==> src/rtl/rmux_pkg.sv <==
package rmux_pkg;

    localparam int DEF_N_DEV  = 16;
    localparam int DEF_DATA_W = 32;

    // Classification of a select vector.
    typedef enum logic [1:0] {
        SEL_NONE  = 2'd0,
        SEL_ONE   = 2'd1,
        SEL_MULTI = 2'd2
    } sel_kind_e;

endpackage

==> src/rtl/rmux_andor.sv <==
// Parallel AND-OR selection: every bundle is gated by its own select bit and
// all gated bundles are merged with OR. No input has priority.
module rmux_andor #(
    parameter int N_DEV  = 16,
    parameter int DATA_W = 32
) (
    input  logic [N_DEV-1:0]        sel,
    input  logic [N_DEV*DATA_W-1:0] rsp_data,
    input  logic [N_DEV*N_DEV-1:0]  rsp_dsel,
    output logic [DATA_W-1:0]       mux_data,
    output logic [N_DEV-1:0]        mux_dsel
);

    localparam int BUNDLE_W = DATA_W + N_DEV;

    logic [BUNDLE_W-1:0] gated [N_DEV];

    for (genvar g = 0; g < N_DEV; g++) begin : g_gate
        assign gated[g] = {rsp_dsel[g*N_DEV +: N_DEV], rsp_data[g*DATA_W +: DATA_W]}
                          & {BUNDLE_W{sel[g]}};
    end

    logic [BUNDLE_W-1:0] merged;

    // Starting from zero gives the defined all-zero result for an empty select.
    always_comb begin
        merged = '0;
        for (int i = 0; i < N_DEV; i++) begin
            merged = merged | gated[i];
        end
    end

    assign mux_data = merged[DATA_W-1:0];
    assign mux_dsel = merged[BUNDLE_W-1:DATA_W];

endmodule

==> src/rtl/rmux_selchk.sv <==
// Counts the set select bits and classifies the vector.
module rmux_selchk
    import rmux_pkg::*;
#(
    parameter int N_DEV = 16
) (
    input  logic [N_DEV-1:0] sel,
    output sel_kind_e        kind,
    output logic             multi
);

    localparam int CNT_W = $clog2(N_DEV + 1);

    logic [CNT_W-1:0] ones;

    always_comb begin
        ones = '0;
        for (int i = 0; i < N_DEV; i++) begin
            ones = ones + CNT_W'(sel[i]);
        end
    end

    always_comb begin
        if (ones == '0)
            kind = SEL_NONE;
        else if (ones == CNT_W'(1))
            kind = SEL_ONE;
        else
            kind = SEL_MULTI;
    end

    always_comb begin
        unique case (kind)
            SEL_NONE:  multi = 1'b0;
            SEL_ONE:   multi = 1'b0;
            SEL_MULTI: multi = 1'b1;
            default:   multi = 1'b0;
        endcase
    end

endmodule

==> src/rtl/rmux_stage.sv <==
// Output stage: a plain wire or one register with synchronous reset.
module rmux_stage #(
    parameter int WIDTH      = 49,
    parameter bit REGISTERED = 1'b1
) (
    input  logic             clk,
    input  logic             rst,
    input  logic [WIDTH-1:0] d,
    output logic [WIDTH-1:0] q
);

    if (REGISTERED) begin : g_reg
        always_ff @(posedge clk) begin
            if (rst)
                q <= '0;
            else
                q <= d;
        end
    end else begin : g_wire
        logic unused_ok;
        assign unused_ok = clk ^ rst;
        assign q = d;
    end

endmodule

==> src/rtl/resp_mux.sv <==
module resp_mux
    import rmux_pkg::*;
#(
    parameter int N_DEV      = DEF_N_DEV,
    parameter int DATA_W     = DEF_DATA_W,
    parameter bit REGISTERED = 1'b1
) (
    input  logic                    clk,
    input  logic                    rst,
    input  logic [N_DEV-1:0]        sel,
    input  logic [N_DEV*DATA_W-1:0] rsp_data,
    input  logic [N_DEV*N_DEV-1:0]  rsp_dsel,
    output logic [DATA_W-1:0]       out_data,
    output logic [N_DEV-1:0]        out_dsel,
    output logic                    out_multi
);

    localparam int OUT_W = DATA_W + N_DEV + 1;

    logic [DATA_W-1:0] mux_data;
    logic [N_DEV-1:0]  mux_dsel;
    logic              mux_err;
    sel_kind_e         sel_kind;

    rmux_andor #(
        .N_DEV  (N_DEV),
        .DATA_W (DATA_W)
    ) u_andor (
        .sel      (sel),
        .rsp_data (rsp_data),
        .rsp_dsel (rsp_dsel),
        .mux_data (mux_data),
        .mux_dsel (mux_dsel)
    );

    rmux_selchk #(
        .N_DEV (N_DEV)
    ) u_selchk (
        .sel   (sel),
        .kind  (sel_kind),
        .multi (mux_err)
    );

    logic [OUT_W-1:0] stage_q;

    rmux_stage #(
        .WIDTH      (OUT_W),
        .REGISTERED (REGISTERED)
    ) u_stage (
        .clk (clk),
        .rst (rst),
        .d   ({mux_err, mux_dsel, mux_data}),
        .q   (stage_q)
    );

    assign out_data  = stage_q[DATA_W-1:0];
    assign out_dsel  = stage_q[DATA_W +: N_DEV];
    assign out_multi = stage_q[OUT_W-1];

endmodule

==> config.mk <==
export PLATFORM = sky130hd
export DESIGN_NAME = resp_mux
export DESIGN_NICKNAME = d
export VERILOG_FILES = /design/src/rtl/rmux_pkg.sv /design/src/rtl/rmux_andor.sv /design/src/rtl/rmux_selchk.sv /design/src/rtl/rmux_stage.sv /design/src/rtl/resp_mux.sv
export SDC_FILE = /design/constraint.sdc
export NUM_CORES = 1
export LEC_CHECK = 0
export BUFFER_PORTS_ARGS = -buffer_cell sky130_fd_sc_hd__buf_4
export CORE_AREA = 2 2 323 325
export CTS_CLUSTER_SIZE = 12
export DETAILED_ROUTE_END_ITERATION = 12
export DIE_AREA = 0 0 325 327
export HOLD_SLACK_MARGIN = 0.05
export PLACE_DENSITY_LB_ADDON = 0.2
export SYNTH_ARGS = -nofsm -noshare
export SYNTH_HDL_FRONTEND = slang
export SYNTH_SLANG_ARGS = --single-unit
==> constraint.sdc <==
create_clock -name clk -period 4.4 [get_ports clk]
set_clock_uncertainty 0.1 [all_clocks]
set_input_delay 0.44 -clock clk [delete_from_list [all_inputs] [get_ports clk]]
set_output_delay 0.44 -clock clk [all_outputs]
set_load 0.1 [all_outputs]
==> results summary <==
The worst stage delay on the critical path came out at 0.50 ns. The maximum vdd ir drop came out at 0.134 mV. The combinational group share of total power is 61.5%. The depth of the CTS H-tree came out at 2. The count of flip-flops with a built-in enable after synthesis is 0.

The final critical delay including setup and external delays is between 3 and 4 ns. The total CTS buffers is 5. Setup repair after global routing left no endpoint under its margin. In the routed layout, each cell is associated on average with a via count of 3.61. The die is around 330 um tall. The run finished with clean final reports. The critical path is of the in2reg type. The final antenna-violating net count is 0. The global-route wire length before repair came out at 96,100 um. The register clock-pin slew on the reported worst setup and hold paths is 0.09 ns. The floorplan step defined a die boundary enclosing 0.106 sq mm. For this run, the number of Yosys warnings is 0. The half-perimeter wire length after placement is 61,800 um. STA puts the critical path data required time at 4.49 ns. The overall power is 0.00255 W.

For this design, the CTS-stage hold fixing added 0 buffers. The register cell area after layout came out at 981 sq um. Dividing total power by cell area gives a power density of 186 mW/mm^2. When the netlist entered floorplanning its net count stood at about 1,500. The count of vias placed by the detailed router came out at 10,200. The number of global-route vias before repair came out at ~11,000. The total global routing overflow came out at 0. The clock tree buffer depth came out at 2. The synthesis-to-finish area growth came out at 137%. The clock root buffer is sky130_fd_sc_hd__clkbuf_16. The unique cell type count in the Yosys netlist is 21. ~840 I/O pins were placed. The register with the most flip-flops is u_stage.q. The initial antenna violation count is 11. The initial DRC count came out at 517. The fraction of final layout cells with drive strength greater than 1 is 62.4%. The final routed wire length divided by cell count is around 26 um. The power share of the sequential group is 18.9%. The maximum fanout encountered on the critical timing path came out at 2. The internal power came out at 0.00144 W. In the synthesized netlist, the number of instances is 652. The leakage power total came out at 6.32 nW.

In this run the number of cells on the critical path is 14. The instance area after placement is 0.0136 sq mm. The weighted congestion at the end of routability-driven global placement is ~0.93. Traced cell by cell, the critical path runs through buf_4 -> ha_1 -> inv_1 -> fa_1 -> inv_1 -> fa_1 -> fa_1 -> inv_1 -> fa_1 -> inv_1 -> fa_1 -> fa_1 -> nor3_1 -> a21oi_1.

The pin slew with the least headroom to its limit came out at 0.937 ns. The multi-input combinational cells in the finished layout cover a total of 0.00431 sq mm. The worst hold path begins at rsp_data[340].

The share of the cycle needed by the critical path after routing came out at between 90% and 100%. The most numerous cell type found on the critical path is sky130_fd_sc_hd__fa_1. The die span in x came out at 325 um.

The library cells used most frequently in the layout, excluding fill and tap cells, are 862 x sky130_fd_sc_hd__buf_4, 144 x sky130_fd_sc_hd__a22o_1, 116 x sky130_fd_sc_hd__a221oi_1, 96 x sky130_fd_sc_hd__a22oi_1, 49 x sky130_fd_sc_hd__dfxtp_1. The achievable clock frequency is 252 MHz. The total setup violations reported at the end of the flow is 0.

The TritonCTS clock tree is yes. The final sum of negative setup slack is 0 ns. The area of all placed cells without fillers came out at approximately 0.014 sq mm.

The initialized floorplan defines 118 standard-cell rows. The detailed-route DRC error count is 0. For this run, the post-layout net count is around 2,200. The length of the first detailed-routing pass in iterations came out at 4. STA classifies the critical path endpoint as a register.

STA classifies the critical path startpoint as a primary input. The finished layout holds 2,820 standard cells, fillers aside. The clock sink total is 49. The initial core utilization came out at 5.61%. The leading register cell type out of synthesis is sky130_fd_sc_hd__dfxtp_1.

Global routing consumed, over all layers together, 13.3% of the routing resources. The post-CTS resize count came out at 0. The number of cells on the worst hold path is 3. The switching power total came out at between 0.001 and 0.0015 W.

The switching part of the total is ~44%. The library cell used most frequently in the layout, excluding fill and tap cells, is sky130_fd_sc_hd__buf_4. The worst hold slack is just under 0.3 ns. In this run, placement finished with an instance count of 2,809.

The synthesized netlist occupies a cell area of 0.00578 sq mm. The register area share after synthesis is 17.0%. The arrival time of data at the critical path endpoint came out at a little over 4 ns. In the final layout, the registers with the most flip-flops are u_stage.q x49. The overall routed net length is 74,200 um. In this run the worst setup path terminates at u_stage.q[48]$_SDFF_PP0_. The flip-flop count of the largest register after layout came out at between 40 and 50. In this run the post-CTS setup repair buffer count came out at 0. The largest individual stage delay along the critical path comes from the cell sky130_fd_sc_hd__fa_1.

The number of synthesized register bits is 49. The most critical setup path has its startpoint at sel[0]. The fill cell instance count of the final layout is 11,900. The final number of hold-violating endpoints is 0. The tightest min-delay check is of the in2reg type. The critical path buffer and inverter count came out at 5. Entering global routing, the biggest net connects 50 pins.

The count of max-cap constraint violations is 0. Among cell families on the critical path, the largest total delay comes from adder cells. The number of max-slew violations in the final report came out at 0. Headroom to the max-slew limit came out at a little under two fifths. Of all flip-flops after synthesis, the portion carrying an async set or reset was 0%. The mean area per synthesized cell is roughly 8.9 sq um. The core box area is 0.103 sq mm. In this run, the clock network consumes 19.5% of the power. In this run the tool buffered the top-level ports with 834 buffer cells.
## cells in the mapped netlist, types with 6 or more instances
| library cell | count | area, sq um |
|---|---|---|
| sky130_fd_sc_hd__buf_6 | 6 | 67.6 |
| sky130_fd_sc_hd__a31oi_1 | 48 | 300 |
| sky130_fd_sc_hd__buf_2 | 34 | 170 |
| sky130_fd_sc_hd__a22o_1 | 144 | 1260 |
| sky130_fd_sc_hd__dfxtp_1 | 49 | 981 |
| sky130_fd_sc_hd__a221oi_1 | 116 | 1020 |
| sky130_fd_sc_hd__fa_1 | 10 | 200 |
| sky130_fd_sc_hd__and3_1 | 48 | 300 |
| sky130_fd_sc_hd__clkbuf_1 | 38 | 143 |
| sky130_fd_sc_hd__a221oi_2 | 28 | 420 |
| sky130_fd_sc_hd__a22oi_1 | 96 | 721 |
| sky130_fd_sc_hd__inv_1 | 18 | 67.6 |
## stage by stage
stage / setup WS (ns) / utilization, %
floorplan: 0.225 / -
global placement: 0.00842 / 13.2
detailed placement: 0.0699 / 13.2
CTS: 0.467 / 13.3
global route: 0.280 / 13.3
finish: 0.428 / 13.3
## power groups by stage
stage,Sequential (W),Combinational (W),Clock (W)
floorplan,0.000712,0.000461,0
global placement,0.000494,0.00159,0
detailed placement,0.000494,0.00159,0
CTS,0.000484,0.00159,0.000557
global route,0.000486,0.00167,0.000551
finish,0.000483,0.00157,0.000498
## cell type report
type | instances | area share, %
diodes | 4 | 0.0730
clock buffers | 7 | 1.04
inverters | 18 | 0.493
multi-input cells | 500 | 31.4
flip-flops and latches | 49 | 7.16
well taps | 1380 | 12.6
repair buffers | 862 | 47.2
## kinds of logic (layout without fill, tap and decap cells)
group	Yosys count	count (layout)	share of synthesized area [%]
simple gates	50	50	5.37
flops	49	49	17.0
other cells	0	4	0
buf+inv	103	887	8.49
compound gates	435	435	64.6
fa+ha+maj	15	15	4.55
## worst min path at each step
stage | to | slack, ns
3_3_place_gp | u_stage.q[12]$_SDFF_PP0_ | 0.66
2_1_floorplan | u_stage.q[45]$_SDFF_PP0_ | 0.56
6_report | u_stage.q[20]$_SDFF_PP0_ | 0.29
3_5_place_dp | u_stage.q[20]$_SDFF_PP0_ | 0.66
4_1_cts | u_stage.q[20]$_SDFF_PP0_ | 0.24
5_1_grt | u_stage.q[20]$_SDFF_PP0_ | 0.28
## routing by layer
metal | GRT usage (%) | vias up | share of wire (%)
met4 | 3.83 | 0 | 2.7
met1 | 14.6 | 5016 | 38
li1 | - | 4499 | -
met3 | 2.89 | 71 | 5.7
met5 | 0 | - | 0
met2 | 25.3 | 603 | 54
(Power assumes the default switching activity.)
